$ cat config.mk
export PLATFORM = sky130hd
export DESIGN_NAME = jtag_entry_seq
export DESIGN_NICKNAME = d
export VERILOG_FILES = /design/src/rtl/jseq_pkg.sv /design/src/rtl/jseq_timer.sv /design/src/rtl/jseq_script.sv /design/src/rtl/jtag_entry_seq.sv
export SDC_FILE = /design/constraint.sdc
export NUM_CORES = 1
export LEC_CHECK = 0
export BUFFER_PORTS_ARGS = -buffer_cell sky130_fd_sc_hd__buf_2
export CAP_MARGIN = 10
export CELL_PAD_IN_SITES_DETAIL_PLACEMENT = 1
export CELL_PAD_IN_SITES_GLOBAL_PLACEMENT = 1
export CORE_ASPECT_RATIO = 0.7
export CORE_UTILIZATION = 25
export CTS_CLUSTER_DIAMETER = 60
export DETAILED_ROUTE_END_ITERATION = 10
export GPL_TIMING_DRIVEN = 0
export MAX_ROUTING_LAYER = met4
export PLACE_DENSITY_LB_ADDON = 0.1
export RECOVER_POWER = 100
export SLEW_MARGIN = 20
export SYNTH_ARGS = -nofsm -noshare
export SYNTH_HDL_FRONTEND = slang
export SYNTH_SLANG_ARGS = --single-unit
export TNS_END_PERCENT = 20
$ cat constraint.sdc
create_clock -name clk -period 3.6 [get_ports clk]
set_input_delay 0.18 -clock clk [delete_from_list [all_inputs] [get_ports clk]]
set_output_delay 0.18 -clock clk [all_outputs]
set_load 0.05 [all_outputs]
$ cat src/rtl/jseq_pkg.sv
package jseq_pkg;

    localparam int DW = 20;

    typedef enum logic [1:0] {
        SK_IR     = 2'd0,
        SK_DR     = 2'd1,
        SK_TAPRST = 2'd2
    } shkind_e;

    typedef enum logic [2:0] {
        OP_TLO,
        OP_THI,
        OP_IR,
        OP_DR16,
        OP_DR20,
        OP_BURST,
        OP_CHECK
    } op_e;

    typedef struct packed {
        op_e           op;
        logic [DW-1:0] val;
    } step_t;

    localparam logic [7:0] IRC_CAPTURE   = 8'h14;
    localparam logic [7:0] IRC_CTRL16    = 8'h13;
    localparam logic [7:0] IRC_ADDR16    = 8'h83;
    localparam logic [7:0] IRC_DATA2ADDR = 8'h85;

    localparam logic [15:0] FUSE_PROBE = 16'hAAAA;
    localparam logic [15:0] FUSE_ECHO  = 16'h5555;
    localparam logic [15:0] SYNC_WORD  = 16'h1501;
    localparam int          READY_BIT  = 9;
    localparam logic [15:0] OK_MASK    = 16'h0301;
    localparam int          BURST_LEN  = 10;
    localparam int          FUSE_TRIES = 3;

endpackage

$ cat src/rtl/jseq_timer.sv
module jseq_timer #(
    parameter int W = 8
) (
    input  logic         clk,
    input  logic         rst_n,
    input  logic         load,
    input  logic [W-1:0] val,
    output logic         zero
);
    logic [W-1:0] cnt_q;

    always_ff @(posedge clk or negedge rst_n) begin
        if (!rst_n)              cnt_q <= '0;
        else if (load)           cnt_q <= val;
        else if (cnt_q != '0)    cnt_q <= cnt_q - 1'b1;
    end

    assign zero = (cnt_q == '0);
endmodule

$ cat src/rtl/jseq_script.sv
module jseq_script
    import jseq_pkg::*;
#(
    parameter int IDX_W = 5
) (
    input  logic [IDX_W-1:0] idx,
    output step_t            step
);
    function automatic step_t mk(op_e o, logic [DW-1:0] v);
        step_t s;
        s.op  = o;
        s.val = v;
        return s;
    endfunction

    always_comb begin
        unique case (idx)
            // target reset through control words
            5'd0:    step = mk(OP_TLO,   '0);
            5'd1:    step = mk(OP_THI,   '0);
            5'd2:    step = mk(OP_IR,    DW'(IRC_CTRL16));
            5'd3:    step = mk(OP_DR16,  20'h00C01);
            5'd4:    step = mk(OP_DR16,  20'h00401);
            5'd5:    step = mk(OP_BURST, '0);
            5'd6:    step = mk(OP_DR16,  20'h00501);
            5'd7:    step = mk(OP_TLO,   '0);
            5'd8:    step = mk(OP_THI,   '0);
            // watchdog-disable memory write
            5'd9:    step = mk(OP_IR,    DW'(IRC_CAPTURE));
            5'd10:   step = mk(OP_DR16,  '0);
            5'd11:   step = mk(OP_TLO,   '0);
            5'd12:   step = mk(OP_IR,    DW'(IRC_CTRL16));
            5'd13:   step = mk(OP_DR16,  20'h00500);
            5'd14:   step = mk(OP_IR,    DW'(IRC_ADDR16));
            5'd15:   step = mk(OP_DR20,  20'h0015C);
            5'd16:   step = mk(OP_IR,    DW'(IRC_DATA2ADDR));
            5'd17:   step = mk(OP_THI,   '0);
            5'd18:   step = mk(OP_DR16,  20'h05A80);
            5'd19:   step = mk(OP_TLO,   '0);
            5'd20:   step = mk(OP_IR,    DW'(IRC_CTRL16));
            5'd21:   step = mk(OP_DR16,  20'h00501);
            5'd22:   step = mk(OP_THI,   '0);
            // final control-signal check
            5'd23:   step = mk(OP_IR,    DW'(IRC_CAPTURE));
            default: step = mk(OP_CHECK, '0);
        endcase
    end
endmodule

$ cat src/rtl/jtag_entry_seq.sv
module jtag_entry_seq
    import jseq_pkg::*;
#(
    parameter int UNIT_CYCLES = 50,
    parameter int MS_UNITS    = 1000,
    parameter int SYNC_LIMIT  = 64
) (
    input  logic          clk,
    input  logic          rst_n,
    input  logic          start,
    output logic          pin_rst_o,
    output logic          pin_rst_oe,
    output logic          pin_test_o,
    output logic          pin_tclk_o,
    output logic          sh_req,
    output logic [1:0]    sh_kind,
    output logic [4:0]    sh_len,
    output logic [19:0]   sh_out,
    input  logic          sh_ack,
    input  logic [19:0]   sh_in,
    output logic          fuse_blown,
    output logic          status_ok,
    output logic          status_err,
    output logic          done
);
    localparam int D_RST  = 20 * UNIT_CYCLES;
    localparam int D_TLO  = 10 * UNIT_CYCLES;
    localparam int D_THI  = 10 * MS_UNITS * UNIT_CYCLES;
    localparam int TW     = $clog2(D_THI + 1);
    localparam int PW     = $clog2(SYNC_LIMIT + 1);
    localparam int BW     = $clog2(2 * BURST_LEN);
    localparam int IDX_W  = 5;

    typedef enum logic [3:0] {
        S_IDLE, S_RST_LO, S_TEST_LO, S_TEST_HI,
        S_FUSE_IR, S_FUSE_DR, S_SYNC_IR, S_SYNC_CTL, S_SYNC_POLL,
        S_SCRIPT, S_BURST, S_TAP_RST, S_DONE
    } state_e;

    state_e           state_q;
    logic [IDX_W-1:0] idx_q;
    logic [BW-1:0]    bcnt_q;
    logic [1:0]       try_q;
    logic [PW-1:0]    poll_q;
    logic             tclk_q, fuse_q, ok_q, err_q, entered_q;

    logic             tmr_load, tmr_zero;
    logic [TW-1:0]    tmr_val;
    step_t            step;
    logic             step_shift;

    jseq_timer #(.W(TW)) u_timer (
        .clk   (clk),
        .rst_n (rst_n),
        .load  (tmr_load),
        .val   (tmr_val),
        .zero  (tmr_zero)
    );

    jseq_script #(.IDX_W(IDX_W)) u_script (
        .idx  (idx_q),
        .step (step)
    );

    assign step_shift = (step.op == OP_IR) || (step.op == OP_DR16) ||
                        (step.op == OP_DR20) || (step.op == OP_CHECK);

    // state register and sequencing
    always_ff @(posedge clk or negedge rst_n) begin
        if (!rst_n) begin
            state_q   <= S_IDLE;
            idx_q     <= '0;
            bcnt_q    <= '0;
            try_q     <= '0;
            poll_q    <= '0;
            tclk_q    <= 1'b0;
            fuse_q    <= 1'b0;
            ok_q      <= 1'b0;
            err_q     <= 1'b0;
            entered_q <= 1'b0;
        end else begin
            unique case (state_q)
                S_IDLE: if (start) begin
                    state_q <= S_RST_LO;
                    fuse_q  <= 1'b0;
                    ok_q    <= 1'b0;
                    err_q   <= 1'b0;
                    tclk_q  <= 1'b0;
                    try_q   <= '0;
                    poll_q  <= '0;
                    idx_q   <= '0;
                end
                S_RST_LO:  if (tmr_zero) state_q <= S_TEST_LO;
                S_TEST_LO: if (tmr_zero) begin
                    state_q   <= S_TEST_HI;
                    entered_q <= 1'b1;
                end
                S_TEST_HI: if (tmr_zero) state_q <= S_FUSE_IR;
                S_FUSE_IR: if (sh_ack) state_q <= S_FUSE_DR;
                S_FUSE_DR: if (sh_ack) begin
                    if (sh_in[15:0] == FUSE_ECHO) begin
                        fuse_q  <= 1'b1;
                        state_q <= S_SYNC_IR;
                    end else if (try_q == 2'(FUSE_TRIES - 1)) begin
                        state_q <= S_SYNC_IR;
                    end else begin
                        try_q   <= try_q + 1'b1;
                        state_q <= S_FUSE_IR;
                    end
                end
                S_SYNC_IR:  if (sh_ack) state_q <= S_SYNC_CTL;
                S_SYNC_CTL: if (sh_ack) state_q <= S_SYNC_POLL;
                S_SYNC_POLL: if (sh_ack) begin
                    if (sh_in[READY_BIT]) begin
                        state_q <= S_SCRIPT;
                    end else if (poll_q == PW'(SYNC_LIMIT - 1)) begin
                        err_q   <= 1'b1;
                        state_q <= S_TAP_RST;
                    end else begin
                        poll_q  <= poll_q + 1'b1;
                    end
                end
                S_SCRIPT: begin
                    unique case (step.op)
                        OP_TLO: begin
                            tclk_q <= 1'b0;
                            idx_q  <= idx_q + 1'b1;
                        end
                        OP_THI: begin
                            tclk_q <= 1'b1;
                            idx_q  <= idx_q + 1'b1;
                        end
                        OP_BURST: begin
                            bcnt_q  <= '0;
                            state_q <= S_BURST;
                        end
                        OP_CHECK: if (sh_ack) begin
                            ok_q    <= |(sh_in[15:0] & OK_MASK);
                            err_q   <= ~|(sh_in[15:0] & OK_MASK);
                            state_q <= S_TAP_RST;
                        end
                        default: if (sh_ack) idx_q <= idx_q + 1'b1;
                    endcase
                end
                S_BURST: begin
                    tclk_q <= bcnt_q[0];
                    if (bcnt_q == BW'(2 * BURST_LEN - 1)) begin
                        idx_q   <= idx_q + 1'b1;
                        state_q <= S_SCRIPT;
                    end else begin
                        bcnt_q  <= bcnt_q + 1'b1;
                    end
                end
                S_TAP_RST: if (sh_ack) state_q <= S_DONE;
                S_DONE:    state_q <= S_IDLE;
                default:   state_q <= S_IDLE;
            endcase
        end
    end

    // outputs and timer loads
    always_comb begin
        pin_rst_oe = 1'b0;
        pin_rst_o  = 1'b1;
        pin_test_o = entered_q;
        sh_req     = 1'b0;
        sh_kind    = SK_IR;
        sh_len     = 5'd8;
        sh_out     = '0;
        tmr_load   = 1'b0;
        tmr_val    = '0;
        unique case (state_q)
            S_IDLE: begin
                tmr_load = start;
                tmr_val  = TW'(D_RST - 1);
            end
            S_RST_LO: begin
                pin_rst_oe = 1'b1;
                pin_rst_o  = 1'b0;
                pin_test_o = 1'b1;
                tmr_load   = tmr_zero;
                tmr_val    = TW'(D_TLO - 1);
            end
            S_TEST_LO: begin
                pin_rst_oe = 1'b1;
                pin_rst_o  = 1'b0;
                pin_test_o = 1'b0;
                tmr_load   = tmr_zero;
                tmr_val    = TW'(D_THI - 1);
            end
            S_TEST_HI: begin
                pin_rst_oe = 1'b1;
                pin_rst_o  = 1'b0;
            end
            S_FUSE_IR, S_SYNC_IR: begin
                sh_req = 1'b1;
                sh_out = (state_q == S_FUSE_IR) ? DW'(IRC_CAPTURE) : DW'(IRC_CTRL16);
            end
            S_FUSE_DR, S_SYNC_CTL, S_SYNC_POLL: begin
                sh_req  = 1'b1;
                sh_kind = SK_DR;
                sh_len  = 5'd16;
                sh_out  = (state_q == S_FUSE_DR)  ? DW'(FUSE_PROBE) :
                          (state_q == S_SYNC_CTL) ? DW'(SYNC_WORD) : '0;
            end
            S_SCRIPT: begin
                sh_req  = step_shift;
                sh_kind = (step.op == OP_IR) ? SK_IR : SK_DR;
                sh_len  = (step.op == OP_IR)   ? 5'd8  :
                          (step.op == OP_DR20) ? 5'd20 : 5'd16;
                sh_out  = step.val;
            end
            S_TAP_RST: begin
                sh_req  = 1'b1;
                sh_kind = SK_TAPRST;
                sh_len  = 5'd0;
            end
            default: ;
        endcase
    end

    assign pin_tclk_o = tclk_q;
    assign fuse_blown = fuse_q;
    assign status_ok  = ok_q;
    assign status_err = err_q;
    assign done       = (state_q == S_DONE);
endmodule

* Word-level counts from Yosys, hierarchy flattened
Memory sizes are Yosys's and may differ from the RTL's. Index checks and enable logic that the tools add are counted.
Word-level totals: memory bits (read-only) 512, flip-flop bits (word level) 47, memories kept 1, word-level logic and storage cells 167
Cells by class: equal/unequal tests 49, mux-type cells 68, reduce and logical (&&, ||, !) cells 33, $add $sub $neg 5
Memories:
- (no name shown) | words 32, bits a word 16, rd ports 1, clocked after Yosys merged registers in 0, write ports 0, RTL line jseq_script.sv:17 | unique case (idx)
Operators with widths (count):
- one-hot mux 20 bit (3 select lines) | 1
- one-hot mux 19 bit (3 select lines) | 1
- 2-to-1 mux 4 bit | 14
- one-hot mux 4 bit (12 select lines) | 1
- inequality test 2 bit, second input constant | 21
- 2-to-1 mux 19 bit | 2
- 2-to-1 mux 5 bit | 6
- one-hot mux 5 bit (3 select lines) | 2
- 2-to-1 mux 7 bit | 4
- == test 4 bit, second input constant | 5
- one-hot mux 5 bit (2 select lines) | 2
- logical NOT 19 bit | 1
- nonzero test 19 bit | 1
- subtractor 19 x 1 -> 19 bit, second input constant | 1
- == test 16 x 15 -> 1 bit, second input constant | 1
- == test 4 x 3 -> 1 bit, second input constant | 4
- 2-to-1 mux 16 bit | 1
- AND reduction 5 bit | 3
- one-hot mux 7 bit (2 select lines) | 1
- AND reduction 14 bit | 1
- 2-to-1 mux 1 bit | 13
- 2-to-1 mux 13 bit | 1
- 2-to-1 mux 2 bit | 6
- one-hot mux 1 bit (2 select lines) | 6
- 33 further kinds | 56

* Logic depth before layout (Yosys ltp)
An unclocked memory read counts as a cell.
depth after elaboration 6, gate-level depth with buffers 9, depth with buffers taken out 8

* Modules after synthesis
A second synthesis with hierarchy kept.
Second synthesis, totals: cells, all modules 479, area total of the unflattened synthesis 3791.1 µm²
By module, submodules not included:
- jtag_entry_seq | cells an instance 274, instances 1, sequential area each 700.7 µm², area each 2144.6 µm²
- jseq_timer | cells an instance 127, instances 1, sequential area each 475.5 µm², area each 1117.3 µm²
- jseq_script | cells an instance 78, instances 1, sequential area each 0.0 µm², area each 529.3 µm²

* Worst setup path before layout
OpenSTA, ideal clock, no wires.
path type reg2out, start point register idx_q[0], end point output sh_req, cell stages (with the launch flop) 10, arrival 2.845 ns, slack 0.575 ns, buffers on the path 1, data required time 3.420 ns, cell sequence dfrtp_1 inv_1 ha_1 nor3_1 a211o_1 and3_1 clkbuf_1 a21o_1 a21oi_1 o31ai_1
On the way: longest elaborated chain between the ends 6, elaborated cells on any way between the ends 9, those cells by class 4 x eq/ne; 1 x mux; 3 x reduce/logical; 1 x memory
RTL lines:
- start: declaration | RTL line jtag_entry_seq.sv:41 | logic [IDX_W-1:0] idx_q;
- start signal: assignment | RTL line jtag_entry_seq.sv:127 | idx_q <= idx_q + 1'b1;
- start signal: assignment | RTL line jtag_entry_seq.sv:131 | idx_q <= idx_q + 1'b1;
- start signal: assignment | RTL line jtag_entry_seq.sv:142 | default: if (sh_ack) idx_q <= idx_q + 1'b1;
- memory (32 x 16 bit) (*)
- == test 3 x 2 -> 1 bit | RTL line jtag_entry_seq.sv:65 | assign step_shift = (step.op == OP_IR) || (step.op == OP_DR16) ||
- logical OR 1 bit (2 in series) | RTL line jtag_entry_seq.sv:65
- logical OR 1 bit (*) | RTL line jtag_entry_seq.sv:66 | (step.op == OP_DR20) || (step.op == OP_CHECK);
- one-hot mux 1 bit (2 select lines) (*) | RTL line jtag_entry_seq.sv:172 | unique case (state_q)
- end: declaration | RTL line jtag_entry_seq.sv:15 | output logic sh_req,
Mark *: on every way between the ends. The rest lies on a longest branch, timed or not.

* Final worst setup path
Same ends and word-level chain as after synthesis.

==> results by group <==
Status
  • Status: finished, final reports clean

Die
  • Die footprint: 0.0148 mm²
  • Die width: approximately 140 µm
  • Initial core utilization: 25.7%
  • Die height: 102 µm
  • Core area: about 0.014 mm²
  • Core Rows: 36
  • I/O pins: 60

Worst setup path
  • Worst Path Max Fanout: 9
  • Critical path type: reg2out
  • Req. time, crit path: 3.42 ns
  • CP endpoint kind: output port
  • Startpoint Class: register
  • WP data arrival: 3.12 ns

Clock tree
  • CTS tree: yes
  • Clk slew on worst S/H paths: ~0.07 ns
  • CTS Root Cell: clkbuf_16
  • H-Tree Depth: 2
  • CTS Buffer Depth: 2
  • Postcts setup bufs: 0
  • CTS Buf Count: 5
  • Worst-skew pair later-pin latency: around 0.3 ns
  • Clock sink count: 47

Detailed routing
  • Vias after detailed routing: 3472
  • Routed vias/inst: 5.03
  • Number of DRC markers in iteration 0: 158
  • DRC Markers: 0
  • WL/cell: 18.5 µm
  • Antenna-violating nets left: 0
  • WL final: between 10 and 15 mm
  • First-pass DRT Iterations: 4

Finish
  • # diodes: 0
  • Nets@finish: 534
  • Area growth, synth to finish: 16.3%
  • Final std cells w/o fill: 690
  • Share of layout cells above drive strength 1: 10.0%
  • Non-Filler Cell Area, Final: 0.00416 mm²

Logic synthesis
  • Synth unique cells: 73
  • Synthesized instance count: 438
  • Area share of the largest cell type after synthesis: 32.9%
  • Register area share after synthesis: 32.9%
  • Number of synthesized flops with an enable pin: 0
  • YS warnings: 0
  • Synth area leader: dfrtp_1
  • Async SR Flop Fraction: 100%
  • Synth area leaders: dfrtp_1, nor2_1, nand2_1, ha_1, o21ai_0
  • FF+latch count, synth: between 40 and 50
  • Mapped cell area: 0.00357 mm²
  • Count leader, synth: nor2_1
  • Syn avg cell area: 8.16 µm²
  • Ys flop type: dfrtp_1
  • Post-synth top cells: nor2_1, dfrtp_1, nand2_1

Power and ir drop
  • Overall Power: roughly 3200 µW
  • Power density over the cells: ~760 mW/mm²
  • Leakage: 0.00166 µW
  • Max VDD drop: 0.234 mV

Global routing
  • Initial antenna violation count: 0
  • Pin count of the biggest net entering global routing: 48
  • Tot GR Track Use: a little under a fifth
  • Global route overflow: 0
  • Vias in the first global route: 3465
  • First-pass GRT wire length: around 20 mm

Place
  • Placed Instances: a little under 700
  • Dpl hpwl: 9.77 mm
  • Placed Instance Area: 0.00407 mm²
  • Placer congestion estimate: 0.876
  • Port Buf Inserts: 48

Timing
  • TNS Setup: 0 ns
  • Slew HR: ~14%
  • Worst-margin pin slew: 1.29 ns
  • Fin crit share: between 90% and 100%
  • Skew final: 0.00458 ns
  • Unrepaired setup endpoints after global routing: false
  • Maximum clock rate: between 300 and 400 MHz
  • Fin. Hold Viols: 0
  • Fin crit period: approximately 3.3 ns
  • Fin. max-slew vios: 0
  • # setup viols final: 0

Min path
  • Worst hold path type: in2reg

Job
  • Max-Cap Viols: 0
layout make-up:
type / count / area, µm²
well taps: 190 / 238
inverters: 18 / 67.6
clock buffers: 5 / 125
clock inverters: 3 / 18.8
multi-input cells: 347 / 2160
repair buffers: 49 / 218
fillers: 1711 / 9760
plain buffers: 31 / 155
flip-flops and latches: 47 / 1180
power breakdown:
group / leakage, µW / internal, µW / switching [µW]
logic: 0.000984 / 527 / 1350
registers: 0.000604 / 672 / 131
clock network: 0.0000740 / 258 / 222
total: 0.00166 / 1460 / 1700
what timing repair did:
action / 4_1_cts / 5_1_grt
gates resized for setup: 0 / 0
endpoints found under the hold margin: 47 / 0
hold buffers: 1 / 0
registers in the layout (all words and copies together) (netlist names):
register and count:
entered_q 1, idx_q 5, fuse_blown 1, status_ok 1
try_q 2, status_err 1, bcnt_q 5, pin_tclk_o 1
u_timer.cnt_q 19, state_q 4, poll_q 7
worst paths after layout:
kind	start	endpoint	slack (ns)	cells after the start
max	idx_q[0]$_DFFE_PN0P_	sh_req	0.30	10
min	sh_in[0]	status_err$_DFFE_PN0P_	0.22	4
max in group asynchronous	rst_n	bcnt_q[2]$_DFFE_PN0P_	2.12	2
max reg2reg	idx_q[0]$_DFFE_PN0P_	idx_q[0]$_DFFE_PN0P_	0.36	8
min reg2reg	try_q[0]$_DFFE_PN0P_	try_q[0]$_DFFE_PN0P_	0.49	2
min in group asynchronous	rst_n	entered_q$_DFFE_PN0P_	0.69	2
worst max-delay path, cell delays in order, from the launching register on:
cell and delay, ns:
dfrtp_1 0.54, inv_1 0.21, ha_1 0.34, nor3_1 0.21, a211o_1 0.14, and3_1 0.15, clkbuf_1 0.33, a21o_1 0.18
a21oi_1 0.04, o31ai_1 0.32, clkbuf_2 0.34
layout by cell type (no fill, tap or decap), types with 3 or more instances in the layout:
| cell | n |
|---|---|
| clkbuf_16 | 5 |
| nand2_1 | 43 |
| o21ai_0 | 33 |
| a22oi_1 | 3 |
| xor2_1 | 9 |
| mux2_1 | 4 |
| or3_1 | 6 |
| nor4_1 | 5 |
| nand2b_1 | 10 |
| clkbuf_2 | 4 |
| dfrtp_1 | 47 |
| a21boi_0 | 3 |
| ha_1 | 11 |
| or2_2 | 3 |
| nor3_1 | 11 |
| or4_1 | 3 |
| nor2b_1 | 9 |
| buf_2 | 22 |
| inv_1 | 18 |
| nor2_1 | 49 |
| nand3_1 | 14 |
| xnor2_1 | 12 |
| mux2i_1 | 8 |
| o31ai_1 | 8 |
| nand4_1 | 6 |
| o41ai_1 | 3 |
| o22ai_1 | 3 |
| a21oi_1 | 24 |
| o211ai_1 | 3 |
| clkbuf_1 | 43 |
| buf_4 | 9 |
| o21ai_1 | 4 |
| conb_1 | 6 |
| and3_1 | 4 |
layer usage:
metal,up-vias,track usage (%),routed length [µm]
met1,1701,27.9,7260
met5,-,-,0
met2,71,24.3,4880
met4,0,3.27,58
li1,1696,-,-
met3,4,3.21,543
cells by family (layout without fill, tap and decap cells):
group | count (synthesis) | after routing | share of synthesized area, %
xor+xnor | 21 | 21 | 5.15
fa+ha+maj | 11 | 11 | 3.85
buf+inv | 49 | 106 | 6.26
mux | 12 | 12 | 3.50
other cells | 1 | 6 | 0.105
compound gates | 113 | 113 | 20.6
flops | 47 | 47 | 32.9
simple gates | 184 | 184 | 27.7
stage by stage:
step                      utilization, %  hold slack [ns]  setup slack [ns]
after floorplan                        -           -0.116             0.575
after detailed placement            29.3            0.267             0.544
after global routing                29.9            0.245             0.167
after global placement              29.3            0.462             0.513
after CTS                           30.4            0.219             0.293
final                               29.9            0.217             0.303
No activity file was read; power rests on OpenSTA's default activity.
